<file path="config.mk">
export PLATFORM = sky130hd
export DESIGN_NAME = serctl_slave
export DESIGN_NICKNAME = d
export VERILOG_FILES = /design/src/rtl/serctl_pkg.sv /design/src/rtl/serctl_sync.sv /design/src/rtl/serctl_frame.sv /design/src/rtl/serctl_regbank.sv /design/src/rtl/serctl_slave.sv
export SDC_FILE = /design/constraint.sdc
export NUM_CORES = 2
export LEC_CHECK = 0
export ABC_CLOCK_PERIOD_IN_PS = 6700
export BUFFER_PORTS_ARGS = -buffer_cell sky130_fd_sc_hd__buf_4
export CAP_MARGIN = 0
export CORE_UTILIZATION = 45
export DETAILED_ROUTE_END_ITERATION = 8
export PLACE_DENSITY = 0.66
export SETUP_SLACK_MARGIN = 0.3
export SYNTH_ARGS = -nofsm -noshare
export SYNTH_HDL_FRONTEND = slang
export SYNTH_HIERARCHICAL = 1
export SYNTH_SLANG_ARGS = --single-unit
</file>
<file path="constraint.sdc">
create_clock -name clk -period 6.7 [get_ports clk]
set_input_delay 2.01 -clock clk [delete_from_list [all_inputs] [get_ports clk]]
set_output_delay 2.01 -clock clk [all_outputs]
set_load 0.005 [all_outputs]
</file>
<file path="src/rtl/serctl_pkg.sv">
package serctl_pkg;

    localparam int ADDR_W     = 6;
    localparam int DATA_W     = 24;
    localparam int NUM_REGS   = 1 << ADDR_W;
    localparam int FRAME_BITS = 1 + ADDR_W + DATA_W;
    localparam int CNT_W      = $clog2(FRAME_BITS + 1);
    localparam int DATA_FIRST = 1 + ADDR_W;

    localparam logic [ADDR_W-1:0] MUX_ADDR = 6'h1A;
    localparam int AUTO_BIT  = 12;
    localparam int FORCE_BIT = 13;

    typedef struct packed {
        logic              en;
        logic [ADDR_W-1:0] addr;
        logic [DATA_W-1:0] data;
    } wr_req_t;

    typedef struct packed {
        logic              load;
        logic              shift;
        logic [ADDR_W-1:0] addr;
    } rd_req_t;

    typedef enum logic {
        SRC_LOCK = 1'b0,
        SRC_DATA = 1'b1
    } pin_src_e;

    function automatic pin_src_e pin_sel(input logic force_on,
                                         input logic auto_on,
                                         input logic rd_frame);
        if (force_on)             return SRC_DATA;
        if (auto_on && rd_frame)  return SRC_DATA;
        return SRC_LOCK;
    endfunction

endpackage

</file>
<file path="src/rtl/serctl_sync.sv">
module serctl_sync #(
    parameter int STAGES = 2
) (
    input  logic clk,
    input  logic rst,
    input  logic sck_i,
    input  logic sen_i,
    input  logic sdi_i,
    output logic sck_s,
    output logic sen_s,
    output logic sdi_s,
    output logic rise,
    output logic fall
);
    logic [STAGES-1:0] sck_p, sen_p, sdi_p;
    logic              sck_d;

    always_ff @(posedge clk) begin
        if (rst) begin
            sck_p <= '0;
            sen_p <= '0;
            sdi_p <= '0;
            sck_d <= 1'b0;
        end else begin
            sck_p <= (sck_p << 1) | STAGES'(sck_i);
            sen_p <= (sen_p << 1) | STAGES'(sen_i);
            sdi_p <= (sdi_p << 1) | STAGES'(sdi_i);
            sck_d <= sck_p[STAGES-1];
        end
    end

    assign sck_s = sck_p[STAGES-1];
    assign sen_s = sen_p[STAGES-1];
    assign sdi_s = sdi_p[STAGES-1];
    assign rise  = sck_s & ~sck_d;
    assign fall  = ~sck_s & sck_d;

endmodule

</file>
<file path="src/rtl/serctl_frame.sv">
module serctl_frame
    import serctl_pkg::*;
(
    input  logic    clk,
    input  logic    rst,
    input  logic    sen_s,
    input  logic    sdi_s,
    input  logic    rise,
    input  logic    fall,
    output wr_req_t wr,
    output rd_req_t rd,
    output logic    rd_frame
);
    localparam logic [CNT_W-1:0] FULL     = CNT_W'(FRAME_BITS);
    localparam logic [CNT_W-1:0] LAST     = CNT_W'(FRAME_BITS - 1);
    localparam logic [CNT_W-1:0] ADDR_END = CNT_W'(ADDR_W);
    localparam logic [CNT_W-1:0] D_FIRST  = CNT_W'(DATA_FIRST);

    logic [CNT_W-1:0]  cnt;
    logic              flag;
    logic [ADDR_W-1:0] addr_sh;
    logic [DATA_W-2:0] data_sh;
    logic              sample;

    assign sample = sen_s & rise & (cnt != FULL);

    always_ff @(posedge clk) begin
        if (rst) begin
            cnt     <= '0;
            flag    <= 1'b0;
            addr_sh <= '0;
            data_sh <= '0;
        end else if (!sen_s) begin
            cnt  <= '0;
            flag <= 1'b0;
        end else if (sample) begin
            cnt <= cnt + 1'b1;
            if (cnt == '0)
                flag <= sdi_s;
            else if (cnt <= ADDR_END)
                addr_sh <= {addr_sh[ADDR_W-2:0], sdi_s};
            else
                data_sh <= {data_sh[DATA_W-3:0], sdi_s};
        end
    end

    always_comb begin
        wr.en    = sample & (cnt == LAST) & ~flag;
        wr.addr  = addr_sh;
        wr.data  = {data_sh, sdi_s};
        rd.load  = sample & (cnt == ADDR_END) & flag;
        rd.addr  = {addr_sh[ADDR_W-2:0], sdi_s};
        rd.shift = sen_s & fall & flag & (cnt >= D_FIRST) & (cnt <= LAST);
        rd_frame = sen_s & flag;
    end


    cnt_clear_chk: assert property (@(posedge clk) disable iff (rst)
        !sen_s |=> (cnt == '0));


    cnt_hold_chk: assert property (@(posedge clk) disable iff (rst)
        (sen_s && rise && cnt == FULL) |=> (cnt == FULL));


    commit_needs_enable_chk: assert property (@(posedge clk) disable iff (rst)
        wr.en |-> ($past(sen_s) && sen_s));

endmodule

</file>
<file path="src/rtl/serctl_regbank.sv">
module serctl_regbank
    import serctl_pkg::*;
(
    input  logic    clk,
    input  logic    rst,
    input  logic    sen_s,
    input  wr_req_t wr,
    input  rd_req_t rd,
    output logic    sdo,
    output logic    ctrl_auto,
    output logic    ctrl_force
);
    logic [DATA_W-1:0] regs [NUM_REGS];
    logic [DATA_W-1:0] sh;

    always_ff @(posedge clk) begin
        if (rst) begin
            for (int i = 0; i < NUM_REGS; i++) regs[i] <= '0;
        end else if (wr.en) begin
            regs[wr.addr] <= wr.data;
        end
    end

    always_ff @(posedge clk) begin
        if (rst) begin
            sh  <= '0;
            sdo <= 1'b0;
        end else if (!sen_s) begin
            sdo <= 1'b0;
        end else if (rd.load) begin
            sh <= regs[rd.addr];
        end else if (rd.shift) begin
            sdo <= sh[DATA_W-1];
            sh  <= {sh[DATA_W-2:0], 1'b0};
        end
    end

    assign ctrl_auto  = regs[MUX_ADDR][AUTO_BIT];
    assign ctrl_force = regs[MUX_ADDR][FORCE_BIT];


    write_lands_chk: assert property (@(posedge clk) disable iff (rst)
        wr.en |=> (regs[$past(wr.addr)] == $past(wr.data)));


    read_load_chk: assert property (@(posedge clk) disable iff (rst)
        rd.load |=> (sh == $past(regs[rd.addr])));


    ctrl_stable_chk: assert property (@(posedge clk) disable iff (rst)
        !wr.en |=> ($stable(ctrl_auto) && $stable(ctrl_force)));

endmodule

</file>
<file path="src/rtl/serctl_slave.sv">
module serctl_slave
    import serctl_pkg::*;
#(
    parameter int SYNC_STAGES = 2
) (
    input  logic clk,
    input  logic rst,
    input  logic sen_i,
    input  logic sck_i,
    input  logic sdi_i,
    input  logic lock_i,
    output logic pin_o
);
    logic    sck_s, sen_s, sdi_s, rise, fall;
    logic    rd_frame, sdo, ctrl_auto, ctrl_force;
    wr_req_t wr;
    rd_req_t rd;

    serctl_sync #(.STAGES(SYNC_STAGES)) u_sync (
        .clk(clk), .rst(rst),
        .sck_i(sck_i), .sen_i(sen_i), .sdi_i(sdi_i),
        .sck_s(sck_s), .sen_s(sen_s), .sdi_s(sdi_s),
        .rise(rise), .fall(fall)
    );

    serctl_frame u_frame (
        .clk(clk), .rst(rst),
        .sen_s(sen_s), .sdi_s(sdi_s), .rise(rise), .fall(fall),
        .wr(wr), .rd(rd), .rd_frame(rd_frame)
    );

    serctl_regbank u_bank (
        .clk(clk), .rst(rst), .sen_s(sen_s),
        .wr(wr), .rd(rd),
        .sdo(sdo), .ctrl_auto(ctrl_auto), .ctrl_force(ctrl_force)
    );

    assign pin_o = (pin_sel(ctrl_force, ctrl_auto, rd_frame) == SRC_DATA) ? sdo : lock_i;


    force_idle_chk: assert property (@(posedge clk) disable iff (rst)
        (ctrl_force && !sen_s && $past(!sen_s) && !sck_s) |-> !pin_o);

endmodule

</file>
After elaboration in Yosys (flattened, before gate mapping)
Memories as Yosys holds them, arrays and structs flattened.
Cells that the tools add are included.
{"block": "totals", "reg_bits": 67, "mem_bits_rw": 1536, "in_bits": 6, "output_inout_bits": 1, "word_cells": 69, "n_memories": 1}
{"memory": "u_bank.regs", "words": 64, "width": 24, "rd": 2, "rd_ports_with_merged_regs": 0, "write_ports": 64, "line": "serctl_regbank.sv:13", "text": "logic [DATA_W-1:0] regs [NUM_REGS];"}
{"block": "op_classes", "n_addsub": 1, "magnitude_cmp": 3, "n_eq_ne": 3, "mux": 18, "bitwise": 23, "n_reduce_logical": 10}
{"operator": "$mux W24", "count": 3}
{"operator": "$reduce_or A24 Y1", "count": 1}
{"operator": "$mux W1", "count": 14}
{"operator": "$and A1 B1 Y1", "count": 13}
{"operator": "$reduce_and A4 Y1", "count": 2}
{"operator": "$not A1 Y1", "count": 7}
{"operator": "$mux W6", "count": 1}
{"operator": "$or A2 B1 Y2", "count": 3}
{"operator": "$reduce_and A2 Y1", "count": 3}
{"operator": "$add A5 B1 Y5 const B", "count": 1}
{"operator": "$eq A5 B3 Y1 const B", "count": 1}
{"operator": "$eq A5 B5 Y1 const B", "count": 1}
{"operator": "$ge A5 B3 Y1 const B", "count": 1}
{"operator": "$le A5 B3 Y1 const B", "count": 1}
{"operator": "$le A5 B5 Y1 const B", "count": 1}
{"operator": "$logic_not A5 Y1", "count": 1}
{"operator": "$ne A5 B5 Y1 const B", "count": 1}
{"operator": "$reduce_bool A2 Y1", "count": 1}
{"operator": "$reduce_or A2 Y1", "count": 1}
{"operator": "$logic_and A1 B1 Y1", "count": 1}

Logic depth before layout (Yosys ltp)
{"block": "depth", "word_depth": 11, "mapped_depth": 12, "ltp_nobuf": 11}

Hierarchy
The synthesis kept the hierarchy.
{"module": "serctl_regbank", "instances": 1, "cells_each": 4567, "area_per_inst_um2": 70458.8, "seq_area_each_um2": 46624.7}
{"module": "serctl_frame", "instances": 1, "cells_each": 149, "area_per_inst_um2": 1604.0, "seq_area_each_um2": 700.7}
{"module": "serctl_sync", "instances": 1, "cells_each": 16, "area_per_inst_um2": 196.4, "seq_area_each_um2": 140.1}
{"module": "serctl_slave", "instances": 1, "cells_each": 2, "area_per_inst_um2": 16.3, "seq_area_each_um2": 0.0}

Worst setup path after synthesis
Ideal clock, no wire load.
{"block": "synth_path", "path_type": "input port to output port", "start": "input port lock_i", "end": "output port pin_o", "arrival_ps": 2304, "t_required_ps": 4690, "slack_ps": 2386, "cell_stages": 1, "path_buffers": 0, "path_cell_list": "mux2_1"}
{"block": "synth_between", "elab_chain_cells": 1}
{"element": "start: declaration", "line": "serctl_slave.sv:11", "text": "input logic lock_i,"}
{"element": "$mux W1", "line": "serctl_slave.sv:38", "text": "assign pin_o = (pin_sel(ctrl_force, ctrl_auto, rd_frame) == SRC_DATA) ? sdo : lock_i;"}
{"element": "end: declaration", "line": "serctl_slave.sv:12", "text": "output logic pin_o"}
Every way passes these cells.

Worst setup path after layout
{"block": "layout_path", "start": "register u_sync.sen_p[1]", "end": "output port pin_o"}
{"block": "layout_between", "elab_chain_cells": 7, "elab_cells_between_ends": 8, "classes_between": "6 x mux; 1 x bitwise; 1 x reduce/logical"}
{"element": "start: declaration", "line": "serctl_sync.sv:15", "text": "logic [STAGES-1:0] sck_p, sen_p, sdi_p;"}
{"element": "start signal: assignment", "line": "serctl_sync.sv:26", "text": "sen_p <= (sen_p << 1) | STAGES'(sen_i);"}
{"element": "$and A1 B1 Y1 *", "line": "serctl_frame.sv:54", "text": "rd_frame = sen_s & flag;"}
{"element": "via rd_frame", "line": "serctl_slave.sv:15", "text": "logic rd_frame, sdo, ctrl_auto, ctrl_force;"}
{"element": "$logic_and A1 B1 Y1 *", "line": "serctl_pkg.sv:35", "text": "if (auto_on && rd_frame) return SRC_DATA;"}
{"element": "$mux W1 (2 in series)", "line": "serctl_pkg.sv:35"}
{"element": "$mux W1 *", "line": "serctl_pkg.sv:36", "text": "return SRC_LOCK;"}
{"element": "$mux W1 *", "line": "serctl_pkg.sv:35"}
{"element": "$mux W1 *", "line": "serctl_slave.sv:38"}
The timed path passes the listed nets; every way through them passes the cells marked *. The select of a mux whose other input is x is not followed.

==> impl_metrics.csv <==
group,metric,value,unit
status,status,"finished, final reports clean",
critical_path,worstPathArrival,2.67,ns
yosys,syn_area,72300,um^2
yosys,synth_warnings,6,
cells_and_area,area_growth,10.1,%
clocking,htreeDepth,4,
critical_path,critPathCaptureType,"output port",
route,wirelength,195000,um
yosys,synth_top_area_share,63.8,%
critical_path,worst_ep_required_time,4.69,ns
pwr,power_frac_seq,53.5,%
die,die_h,403,um
min_path,hold_start,"u_sync/sdi_p[0]",
timing,tightest_slew,1.30,ns
cells_and_area,drive_gt1_share,18.4,%
clocking,clockRootBuffer,"clkbuf_16",
die,core_area,159000,um^2
global_routing,first_global_vias,38300,
pwr,clock_power_share,43.0,%
critical_path,crit_start,"u_sync/sen_p[1]",
timing,rsz0062_at_grt,"no",
cells_and_area,stdcell_count,6774,
yosys,avgSynthCellArea,15.3,um^2
global_routing,gr-total-overflow,0,
placement,placedCellCount,6472,
global_routing,grt_pass1_wl,278000,um
clocking,cts_buffers,167,
route,vias_per_cell,5.89,
die,initial_core_util,45.5,%
min_path,worstHoldPathType,"reg2reg",
cells_and_area,final_nets,4579,
timing,period_share,69.8,%
timing,maxSlewHeadroom,13.0,%
critical_path,critPathLaunchType,"register",
clocking,cts_sinks,1603,
placement,dp.final_hpwl,118000,um
pwr,power,21700,uW
timing,whs,0.446,ns
cells_and_area,fin_util,50.1,%
clocking,postCtsHoldBufs,0,
pwr,powerDensity,272,nW/um^2
timing,finalSetupViolCount,0,
global_routing,grt_usage,23.9,%
route,post-route-drc-count,0,
clocking,cts_tree,"built",
critical_path,r2r_start,"u_frame/cnt[1]",
timing,setup-tns-final,0,ns
pwr,combPwrFrac,3.5,%
die,die_area,162000,um^2
clocking,cts_setup_buffers,0,
clocking,clkTransAtPathRegs,0.06,ns
placement,io_buffers,6,
yosys,ys_seq_elements,1603,
global_routing,grt_start_max_net_pins,118,
clocking,clock_path_buffers,3,
route,vias,39900,
yosys,synth_nets,4744,
timing,final_hold_viol_count,0,
placement,place_congestion,0.922,
route,drt_pass1_iterations,6,
yosys,yosys-top-cells-area,"edfxtp_1 64%, and2_1 13%, mux4_2 12%, dfxtp_1 1.9%, clkbuf_1 1.9%",
yosys,synth-edff-count,1536,
critical_path,path_max_fanout,9,
yosys,synth-main-ff-cell,"edfxtp_1",
critical_path,path_class,"reg2out",
critical_path,rrSetupSlack,2.08,ns
yosys,async_reset_ff_share,0,%
pwr,irDropWorstVdd,0.227,mV
pwr,intPower,17100,uW
cells_and_area,num-fill-cells,13000,
yosys,yosysTopAreaCell,"edfxtp_1",
yosys,netlist_instances,4734,
pwr,p_leak,0.0261,uW
die,std_cell_rows,146,
pwr,switching_share,21.0,%
yosys,synthDistinctLibCells,54,
timing,min_period,4.68,ns
clocking,cts_resized,0,
route,ant_nets,0,
yosys,synth_seq_area_share,65.7,%
die,die_w,403,um
route,first_iter_violations,5070,
timing,finalClockSkew,0.0340,ns
die,ios,7,
global_routing,antenna_found_initial,7,
job,maxCapViolCount,0,
route,routedWlPerCell,28.7,um
timing,maxSlewViolCount,0,
timing,fmax,0.214,GHz
clocking,insertion_delay,0.82,ns
pwr,p_sw,4540,uW
-- cell type report --
type                    instances  area (um^2)  share of cell area (%)
flip-flops and latches       1603        47500                    59.7
multi-input cells            2661        22900                    28.8
clock buffers                 213         4510                    5.67
well taps                    2072         2590                    3.26
repair buffers                133         1060                    1.33
clock inverters                83          963                    1.21
diodes                          6         15.0                  0.0189
inverters                       3         11.3                  0.0141
-- sequential cells by signal, indices dropped and copies added (netlist names) --
| name | cells |
|---|---|
| u_bank/regs | 1536 |
| u_bank/sdo | 1 |
| u_bank/sh | 24 |
| u_frame/addr_sh | 6 |
| u_frame/cnt | 5 |
| u_frame/data_sh | 23 |
| u_frame/flag | 1 |
| u_sync/sck_d | 1 |
| u_sync/sck_p | 2 |
| u_sync/sdi_p | 2 |
| u_sync/sen_p | 2 |
-- path summary, 6_finish.rpt --
check	end	cells after the start
hold / removal	u_sync/sdi_p[1]	1
setup / recovery	pin_o	4
setup reg to reg	u_bank/regs[17][16]	10
hold reg to reg	u_sync/sdi_p[1]	1
-- synth_stat cells (21+ instances only) --
cell       count
nand2b_1      36
nor4_1        21
mux2i_1       66
nor2_1       142
nand2_1       75
nand3_1       31
or2_2         65
a211o_1       21
a21oi_1       31
clkbuf_1     357
o22ai_1       42
o21ai_0       25
dfxtp_1       67
a22oi_1       88
mux4_2       387
and2_1      1539
o2111ai_1     21
edfxtp_1    1536
buf_2         47
buf_1         48
-- logic make-up (layout without fill, tap and decap cells) --
kind of cell | count (synthesis) | count (layout) | share of synthesized area (%)
AO/OA/AOI/OAI | 241 | 241 | 2.35
AND/OR/NAND/NOR | 1959 | 1959 | 16.2
XOR/XNOR | 2 | 2 | 0.0242
buffers and inverters | 470 | 432 | 2.64
multiplexers | 455 | 455 | 13.0
flip-flops | 1603 | 1603 | 65.7
other | 0 | 6 | 0
adder cells (fa/ha/maj) | 4 | 4 | 0.0692
-- metrics by stage --
step                instance area, um^2  setup slack, ns
global placement                  74100             1.51
detailed placement                74100             1.45
floorplan                         72300             2.39
CTS                               79600             1.95
finish                            79600             2.02
global route                      79600             1.85
-- cells in the final DEF (no fill, tap or decap), types with 5 or more instances in the layout --
| cell | netlist | final |
|---|---|---|
| clkinv_1 | 0 | 21 |
| a22oi_1 | 88 | 88 |
| a211o_1 | 21 | 21 |
| nor2b_1 | 19 | 16 |
| clkinv_2 | 0 | 29 |
| o2111ai_1 | 21 | 21 |
| o21ai_0 | 25 | 25 |
| mux4_2 | 387 | 387 |
| o22ai_1 | 42 | 42 |
| nand2_1 | 75 | 75 |
| edfxtp_1 | 1536 | 1536 |
| mux2i_1 | 66 | 66 |
| dfxtp_2 | 0 | 23 |
| clkbuf_1 | 357 | 37 |
| clkbuf_16 | 0 | 173 |
| nand3b_1 | 7 | 7 |
| nor2_1 | 142 | 140 |
| diode_2 | 0 | 6 |
| clkinvlp_4 | 0 | 5 |
| nand3_1 | 31 | 31 |
| and2_1 | 1539 | 1539 |
| bufinv_16 | 0 | 16 |
| or2_2 | 65 | 65 |
| buf_12 | 0 | 5 |
| a21oi_1 | 31 | 30 |
| dfxtp_1 | 67 | 40 |
| buf_4 | 10 | 128 |
| nand2b_1 | 36 | 36 |
| nor4_1 | 21 | 21 |
-- power by group through the flow --
stage	combinational, uW	clock (uW)	sequential, uW
floorplan	507	0	11700
detailed placement	759	0	11800
global route	787	9820	11600
finish	761	9310	11600
global placement	751	0	11800
CTS	761	9450	11600
-- critical path: stages (launching register included) --
cell     delay, ns
dfxtp_1       0.58
and2_1        0.45
a21oi_1       0.29
mux2_1        0.39
buf_4         0.14
-- metal layers --
layer  global-route usage, %  routed length (um)  share of wire (%)  vias up
li1                        -                   -                  -    17000
met1                    34.5               81600                 42    20700
met2                    36.8               90000                 46     1893
met3                    4.04               16500                8.5      297
met4                    8.14                6560                3.4        4
met5                       0                  24              0.012        -
No activity file was read; power rests on OpenSTA's default activity.
